## src/rtl/stuck_bus_pkg.sv

```systemverilog
package stuck_bus_pkg;

    typedef enum logic [2:0] {
        RS_IDLE   = 3'd0,
        RS_SETTLE = 3'd1,
        RS_PULL   = 3'd2,
        RS_FREE   = 3'd3,
        RS_STOP   = 3'd4,
        RS_WAIT   = 3'd5
    } rec_state_e;

    typedef struct packed {
        logic scl_pull;
        logic sda_pull;
        logic busy;
    } drive_t;

    function automatic logic is_active(rec_state_e s);
        return (s == RS_SETTLE) || (s == RS_PULL) ||
               (s == RS_FREE)   || (s == RS_STOP);
    endfunction

    function automatic drive_t drive_of(rec_state_e s);
        drive_t d;
        d.scl_pull = (s == RS_PULL);
        d.sda_pull = (s == RS_STOP);
        d.busy     = is_active(s);
        return d;
    endfunction

endpackage

```

## src/rtl/stuck_timer.sv

```systemverilog
module stuck_timer #(
    parameter int TIMEOUT_CYC = 1_500_000
) (
    input  logic clk,
    input  logic rst,
    input  logic scl_lvl,
    input  logic sda_lvl,
    input  logic pwr_good,
    input  logic tmr_clr,
    output logic fault
);
    localparam int CW = $clog2(TIMEOUT_CYC + 1);
    localparam logic [CW-1:0] CNT_MAX = CW'(TIMEOUT_CYC);

    logic [CW-1:0] cnt_q;
    logic          both_high;

    assign both_high = scl_lvl && sda_lvl;

    always_ff @(posedge clk) begin
        if (rst) begin
            cnt_q <= '0;
        end else if (!pwr_good || tmr_clr || both_high) begin
            cnt_q <= '0;
        end else if (cnt_q != CNT_MAX) begin
            cnt_q <= cnt_q + 1'b1;
        end
    end

    assign fault = (cnt_q == CNT_MAX);

    AST_CLEAR_ON_HIGH: assert property (@(posedge clk) disable iff (rst)
        both_high |=> !fault);
    AST_NO_FAULT_UNPOWERED: assert property (@(posedge clk) disable iff (rst)
        !pwr_good |=> !fault);
    AST_FAULT_HOLDS: assert property (@(posedge clk) disable iff (rst)
        (fault && pwr_good && !tmr_clr && !both_high) |=> fault);

endmodule

```

## src/rtl/recovery_seq.sv

```systemverilog
module recovery_seq
    import stuck_bus_pkg::*;
#(
    parameter int SETTLE_CYC = 2000,
    parameter int HALF_CYC   = 2941,
    parameter int PULSES     = 16
) (
    input  logic clk,
    input  logic rst,
    input  logic fault,
    input  logic disc_en,
    input  logic enable,
    input  logic scl_lvl,
    input  logic sda_lvl,
    output logic scl_pull,
    output logic sda_pull,
    output logic busy
);
    localparam int PH_MAX = (SETTLE_CYC > HALF_CYC) ? SETTLE_CYC : HALF_CYC;
    localparam int PW     = $clog2(PH_MAX + 1);
    localparam int NW     = $clog2(PULSES + 1);
    localparam logic [PW-1:0] SET_LAST  = PW'(SETTLE_CYC - 1);
    localparam logic [PW-1:0] HALF_LAST = PW'(HALF_CYC - 1);
    localparam logic [NW-1:0] NP_LAST   = NW'(PULSES - 1);

    rec_state_e    st_q, st_d;
    logic [PW-1:0] ph_q, ph_d;
    logic [NW-1:0] np_q, np_d;
    logic          gate;
    drive_t        drv;

    assign gate = disc_en && enable;

    always_comb begin
        st_d = st_q;
        ph_d = ph_q;
        np_d = np_q;
        case (st_q)
            RS_IDLE: begin
                if (fault && gate) begin
                    st_d = RS_SETTLE;
                    ph_d = '0;
                    np_d = '0;
                end
            end
            RS_SETTLE: begin
                if (!fault) begin
                    st_d = RS_IDLE;
                end else if (ph_q == SET_LAST) begin
                    st_d = RS_PULL;
                    ph_d = '0;
                end else begin
                    ph_d = ph_q + 1'b1;
                end
            end
            RS_PULL: begin
                if (ph_q == HALF_LAST) begin
                    st_d = RS_FREE;
                    ph_d = '0;
                end else begin
                    ph_d = ph_q + 1'b1;
                end
            end
            RS_FREE: begin
                if (scl_lvl && sda_lvl) begin
                    st_d = RS_STOP;
                    ph_d = '0;
                end else if (ph_q == HALF_LAST) begin
                    ph_d = '0;
                    if (np_q == NP_LAST) begin
                        st_d = RS_STOP;
                    end else begin
                        np_d = np_q + 1'b1;
                        st_d = RS_PULL;
                    end
                end else begin
                    ph_d = ph_q + 1'b1;
                end
            end
            RS_STOP: begin
                if (ph_q == HALF_LAST) begin
                    st_d = RS_WAIT;
                    ph_d = '0;
                end else begin
                    ph_d = ph_q + 1'b1;
                end
            end
            RS_WAIT: begin
                if (!fault) st_d = RS_IDLE;
            end
            default: st_d = RS_IDLE;
        endcase
        if (!gate && is_active(st_q)) begin
            st_d = RS_WAIT;
            ph_d = '0;
        end
    end

    always_ff @(posedge clk) begin
        if (rst) begin
            st_q <= RS_IDLE;
            ph_q <= '0;
            np_q <= '0;
        end else begin
            st_q <= st_d;
            ph_q <= ph_d;
            np_q <= np_d;
        end
    end

    assign drv      = drive_of(st_q);
    assign scl_pull = drv.scl_pull;
    assign sda_pull = drv.sda_pull;
    assign busy     = drv.busy;

    AST_GATE_STOPS: assert property (@(posedge clk) disable iff (rst)
        !gate |=> !busy);
    AST_EARLY_STOP: assert property (@(posedge clk) disable iff (rst)
        (st_q == RS_FREE && scl_lvl && sda_lvl && gate) |=> (sda_pull && !scl_pull));

endmodule

```

## src/rtl/stuck_bus_guard.sv

```systemverilog
module stuck_bus_guard #(
    parameter int TIMEOUT_CYC = 1_500_000,
    parameter int SETTLE_CYC  = 2000,
    parameter int HALF_CYC    = 2941,
    parameter int PULSES      = 16
) (
    input  logic clk,
    input  logic rst,
    input  logic scl_lvl,
    input  logic sda_lvl,
    input  logic disc_en,
    input  logic enable,
    input  logic pwr_good,
    input  logic tmr_clr,
    output logic fault,
    output logic disc_req,
    output logic scl_pull,
    output logic sda_pull,
    output logic recov_busy
);
    logic fault_w;

    stuck_timer #(.TIMEOUT_CYC(TIMEOUT_CYC)) u_timer (
        .clk      (clk),
        .rst      (rst),
        .scl_lvl  (scl_lvl),
        .sda_lvl  (sda_lvl),
        .pwr_good (pwr_good),
        .tmr_clr  (tmr_clr),
        .fault    (fault_w)
    );

    recovery_seq #(
        .SETTLE_CYC (SETTLE_CYC),
        .HALF_CYC   (HALF_CYC),
        .PULSES     (PULSES)
    ) u_seq (
        .clk      (clk),
        .rst      (rst),
        .fault    (fault_w),
        .disc_en  (disc_en),
        .enable   (enable),
        .scl_lvl  (scl_lvl),
        .sda_lvl  (sda_lvl),
        .scl_pull (scl_pull),
        .sda_pull (sda_pull),
        .busy     (recov_busy)
    );

    assign fault    = fault_w;
    assign disc_req = fault_w && disc_en;

    AST_BUSY_NEEDS_STRAP: assert property (@(posedge clk) disable iff (rst)
        recov_busy |-> $past(disc_en && enable));

endmodule

```

## config.mk

```make
export PLATFORM = sky130hd
export DESIGN_NAME = stuck_bus_guard
export DESIGN_NICKNAME = d
export VERILOG_FILES = /design/src/rtl/stuck_bus_pkg.sv /design/src/rtl/stuck_timer.sv /design/src/rtl/recovery_seq.sv /design/src/rtl/stuck_bus_guard.sv
export SDC_FILE = /design/constraint.sdc
export NUM_CORES = 1
export LEC_CHECK = 0
export BUFFER_PORTS_ARGS = -buffer_cell sky130_fd_sc_hd__buf_4
export CORE_MARGIN = 2
export CORE_UTILIZATION = 55
export CTS_BUF_LIST = sky130_fd_sc_hd__clkbuf_2 sky130_fd_sc_hd__clkbuf_4 sky130_fd_sc_hd__clkbuf_8
export CTS_CLUSTER_DIAMETER = 50
export CTS_CLUSTER_SIZE = 24
export DETAILED_ROUTE_END_ITERATION = 10
export GPL_TIMING_DRIVEN = 0
export PLACE_DENSITY = 0.8
export SLEW_MARGIN = 15
export SYNTH_ARGS = -nofsm -noshare
export SYNTH_HDL_FRONTEND = slang
export SYNTH_SLANG_ARGS = --single-unit
export TNS_END_PERCENT = 30
```

## constraint.sdc

```tcl
create_clock -name clk -period 5.05 [get_ports clk]
set_input_delay 0.2525 -clock clk [delete_from_list [all_inputs] [get_ports clk]]
set_output_delay 0.2525 -clock clk [all_outputs]
set_load 0.02 [all_outputs]
```

# == Yosys cells after proc, flatten, opt, wreduce, memory -nomap -nowiden ==
# Index checks and enable logic that the tools add are counted.
# word_totals
reg_bits,41
inputBits,8
out_inout_bits,5
wordCells,78
# classes
addsub,3
eq_ne,26
muxes,22
reduce_logical,22
# op_table
operator,n
12-bit 2-to-1 mux,5
12-bit one-hot mux with 4 select lines,1
3-bit 2-to-1 mux,10
21-bit by 1-bit adder with 21-bit output (second input constant),1
21-bit equality test (second input constant),1
21-bit inequality test (second input constant),1
5-bit 2-to-1 mux,4
3-bit one-hot mux with 6 select lines,1
12-bit by 1-bit adder with 12-bit output (second input constant),1
12-bit by 11-bit equality test with 1-bit output (second input constant),1
12-bit equality test (second input constant),1
6-bit AND reduction,2
5-bit one-hot mux with 2 select lines,1
3-bit by 1-bit inequality test with 1-bit output (second input constant),3
3-bit by 2-bit inequality test with 1-bit output (second input constant),3
2-bit by 1-bit inequality test with 1-bit output (second input constant),4
2-bit inequality test (second input constant),4
4-bit by 3-bit inequality test with 1-bit output (second input constant),2
3-bit by 2-bit equality test with 1-bit output (second input constant),2
3-bit equality test (second input constant),2
2-bit OR reduction,3
5-bit by 1-bit adder with 5-bit output (second input constant),1
5-bit by 4-bit equality test with 1-bit output (second input constant),1
1-bit logical AND,5
other kinds (8),13

# == Logic depth before layout (Yosys ltp) ==
# logic_depth
depth_word,7
mapped_depth,9

# == Cells and area by module ==
# Synthesis repeated with hierarchy kept, for this count alone.
# hier_totals
cells_unflattened,305
area_unflattened_um2,2423.6
# modules_own_cells
mod,n_inst,cells_each,area_per_inst_um2
recovery_seq,1,179,1372.6
stuck_timer,1,125,1044.8
stuck_bus_guard,1,1,6.3

# == Worst setup path after synthesis ==
# No wires, ideal clock.
# synth_timing
path_type,flip-flop to flip-flop
start,register u_timer.cnt_q[0]
end,register u_seq.st_q[2]
arrival_time_ns,2.162
t_required_ns,4.977
slack_ns,2.815
path_stages_with_launch,9
path_buffers,0
synth_period_minus_slack_ns,2.235
cell_sequence,dfxtp_1 inv_1 ha_1 or4b_1 or4_4 nor2_8 a31oi_4 a31o_1 nor3_2
# synth_between
elab_chain_len,4
# synth_lines
element,line_no,source
"start, declared",stuck_timer.sv:15,logic [CW-1:0] cnt_q;
"start signal, assigned",stuck_timer.sv:26,cnt_q <= cnt_q + 1'b1;
21-bit equality test *,stuck_timer.sv:30,assign fault = (cnt_q == CNT_MAX);
net fault,stuck_bus_guard.sv:15,"output logic fault,"
3-bit 2-to-1 mux / 1-bit logical AND (equally long branches),"recovery_seq.sv:47, recovery_seq.sv:40",
3-bit one-hot mux with 6 select lines / 3-bit by 1-bit inequality test with 1-bit output (equally long branches),--,
3-bit 2-to-1 mux / 6-bit AND reduction (equally long branches),--,
"end signal, assigned",recovery_seq.sv:105,st_q <= st_d;
"end, declared",recovery_seq.sv:26,"rec_state_e st_q, st_d;"
# The timed path passes the listed nets; every way through them passes the cells marked *.
# A chain may end at the register's enable or synchronous reset.

# == Worst setup path after layout ==
# layout_timing
start,register u_timer.cnt_q[0]
end,output disc_req
# layout_between
elab_chain_len,2
# layout_lines
element,line_no,source
21-bit equality test,stuck_timer.sv:30,
1-bit logical AND,stuck_bus_guard.sv:51,assign disc_req = fault_w && disc_en;
"end, declared",stuck_bus_guard.sv:16,"output logic disc_req,"
# Every way passes these cells.

==> metrics.csv <==
stage,metric,value,unit
route,vias_per_cell,5.807,
route,drc,0,
job,drv_cap,0,
sta,hold_violations,0,
synth,async_flop_share,0,%
die,pin_count,13,
clocking,cts_buffer_depth,2,
route,drt_first_iter_violations,118,
final_layout,drive_above_1_share,14.33,%
power_and_ir_drop,max-vdd-ir-drop,0.0001385,V
grt,grt-ovfl-total,0,
placement,place_hpwl,3530,um
die,die_w,69.50,um
setup_path,critPathRequiredTime,4800,ps
final_layout,area_delta_synth_final,10.45,%
synth,yosysTopAreaCellShare,34.78,%
grt,grt_max_degree,13,
placement,portBuffers,11,
die,core-area,4058,um^2
min_path,hp-start,rst,
sta,maxSlewHeadroom,64.29,%
synth,synth_area_per_cell,8.194,um^2
final_layout,nets,320,
clocking,clk_pin_slew,80,ps
sta,setup_viol,0,
route,wirelength,4978,um
route,postRouteAntennaNets,0,
power_and_ir_drop,leakage,0.9377,nW
grt,grt_first_pass_wirelength,8445,um
setup_path,start_kind,flop,
clocking,clock_latency,300,ps
sta,slew_violations,0,
synth,synth_edf_count,0,
setup_path,cp_max_fo,9,
clocking,clkSinkCount,41,
setup_path,critPathKind,reg2out,
grt,grt_usage,21.05,%
clocking,cts_tree,done,
synth,syn_area,2360,um^2
synth,synthCells,288,
final_layout,mostFrequentLayoutCell,nor2_1,
grt,met1_usage,27.73,%
synth,synth_ff_type,dfxtp_1,
synth,synth.net_count,302,
sta,timing.setup.tns,0,ps
synth,yosysWarnings,0,
synth,synth_top_area_cell,dfxtp_1,
setup_path,r2r-start,u_timer.cnt_q[12],
route,first_pass_iters,4,
sta,fin_skew,8.442,ps
synth,ys_seq_area_share,34.78,%
clocking,hold_buffers,0,
clocking,cts_setup_buffers,0,
run_status,status,"finished, final reports clean",
die,start_util,58.16,%
grt,grt_pass1_vias,1909,
sta,tightestPinTransition,535.6,ps
grt,antenna_found_initial,0,
final_layout,n_antenna_cell,0,
final_layout,finish.utilization,64.23,%
sta,finalCritPeriodShare,52.46,%
setup_path,cp.arrival,2400,ps
grt,grt-busiest-layer,met2,
clocking,cts_made_buffers,5,
synth,yosys-top-cells-area,"dfxtp_1 (35%), nor2_1 (7.5%), xor2_1 (4.8%)",
sta,fmax,0.3774,GHz
synth,synth.distinct_cells,57,
grt,use_met2,34.29,%
clocking,cts-resized-gates,0,
sta,rsz0062_at_grt,no,
final_layout,final_cell_mix,"nor2_1 (47), dfxtp_1 (41), nand2_1 (24)",
power_and_ir_drop,power.density,223.0,nW/um^2
sta,min_period,2649,ps
route,vias,2073,
setup_path,setup.worst_path.start,u_timer.cnt_q[0],
die,die_area,4830,um^2
setup_path,worstSetupEndpointType,primary output,
placement,gp_congestion,0.8753,
min_path,hold_class,in2reg,
clocking,cts_root_buffer,clkbuf_8,
route,avgRoutedWirePerCell,13.94,um
die,num_rows,23,
grt,grtUsageMet3,3.779,%
die,die_y,69.50,um
synth,synth-seq-cells,41,
clocking,ctsHtreeMaxLevel,2,
per-stage QoR:
| step | worst slack, ps | std cells | cell area (um^2) | total power, mW | hold slack, ps |
|---|---|---|---|---|---|
| finish | 2401 | 357 | 2606 | 0.5812 | 187.8 |
| global route | 2313 | 357 | 2606 | 0.6011 | 188.1 |
| CTS | 2396 | 357 | 2606 | 0.5824 | 184.6 |
| detailed placement | 2705 | 349 | 2505 | 0.3501 | 496.8 |
| global placement | 2741 | 349 | 2505 | 0.3496 | 455.0 |
| floorplan | 2815 | 288 | 2360 | 0.3425 | 423.0 |
registers in the layout, summed over array words and instances, names as in the netlist:
name,flops
u_seq.np_q,5
u_seq.ph_q,12
u_seq.st_q,3
u_timer.cnt_q,21
layer usage:
layer | wire length [um] | vias up
li1 | - | 1053
met1 | 2384 | 952
met2 | 2281 | 59
met3 | 223 | 9
met4 | 89 | 0
met5 | 0 | -
cells in the mapped netlist (3+ instances only):
cell,number
a31oi_1,3
and3_1,6
nor3_1,10
or4b_1,4
or2_2,3
clkbuf_1,5
nand4b_1,3
dfxtp_1,41
xnor2_1,8
a22oi_1,3
o21ai_0,14
xor2_1,13
a21oi_1,10
and2_2,3
clkbuf_8,4
inv_1,11
nand4_1,8
nand3_1,12
nor2b_1,5
nor2_1,47
nand2_1,24
and2_1,3
ha_1,6
kinds of logic after synthesis:
| family | after synthesis | synth area share (%) |
|---|---|---|
| AND/OR/NAND/NOR | 145 | 32.72 |
| AO/OA/AOI/OAI | 50 | 14.90 |
| flip-flops | 41 | 34.78 |
| buffers and inverters | 22 | 5.302 |
| XOR/XNOR | 21 | 7.794 |
| adder cells (fa/ha/maj) | 6 | 3.181 |
| multiplexers | 3 | 1.326 |
path summary, 6_finish.rpt:
| path | end | slack (ps) | cells after the start |
|---|---|---|---|
| worst max register to register | u_seq.ph_q[5] | 2670 | 7 |
| worst min-delay path | u_seq.st_q[2] | 190 | 2 |
| worst max-delay path | disc_req | 2400 | 7 |
| worst min register to register | u_seq.np_q[3] | 500 | 2 |
worst max-delay path, stage by stage, from the launching register on:
cell and delay, ps:
dfxtp_1 350, inv_1 90, ha_1 150, or4b_1 430
or4_4 580, nor2_8 200, and2_2 170, buf_4 130
cell type report:
| type | instances | area, um^2 |
|---|---|---|
| Fill cell | 355 | 1451 |
| Multi-Input combinational cell | 225 | 1414 |
| Sequential cell | 41 | 820.8 |
| Clock buffer | 7 | 96.34 |
| Buffer | 11 | 83.83 |
| Timing Repair Buffer | 11 | 82.58 |
| Tap cell | 50 | 62.56 |
| Inverter | 11 | 41.29 |
| Clock inverter | 1 | 5.005 |
where the power goes:
part / switching [mW] / internal, mW / leakage [nW]
Sequential: 0.000385 / 0.323 / 0.330
Combinational: 0.0112 / 0.00767 / 0.553
Clock: 0.115 / 0.124 / 0.0542
(Power assumes the default switching activity.)
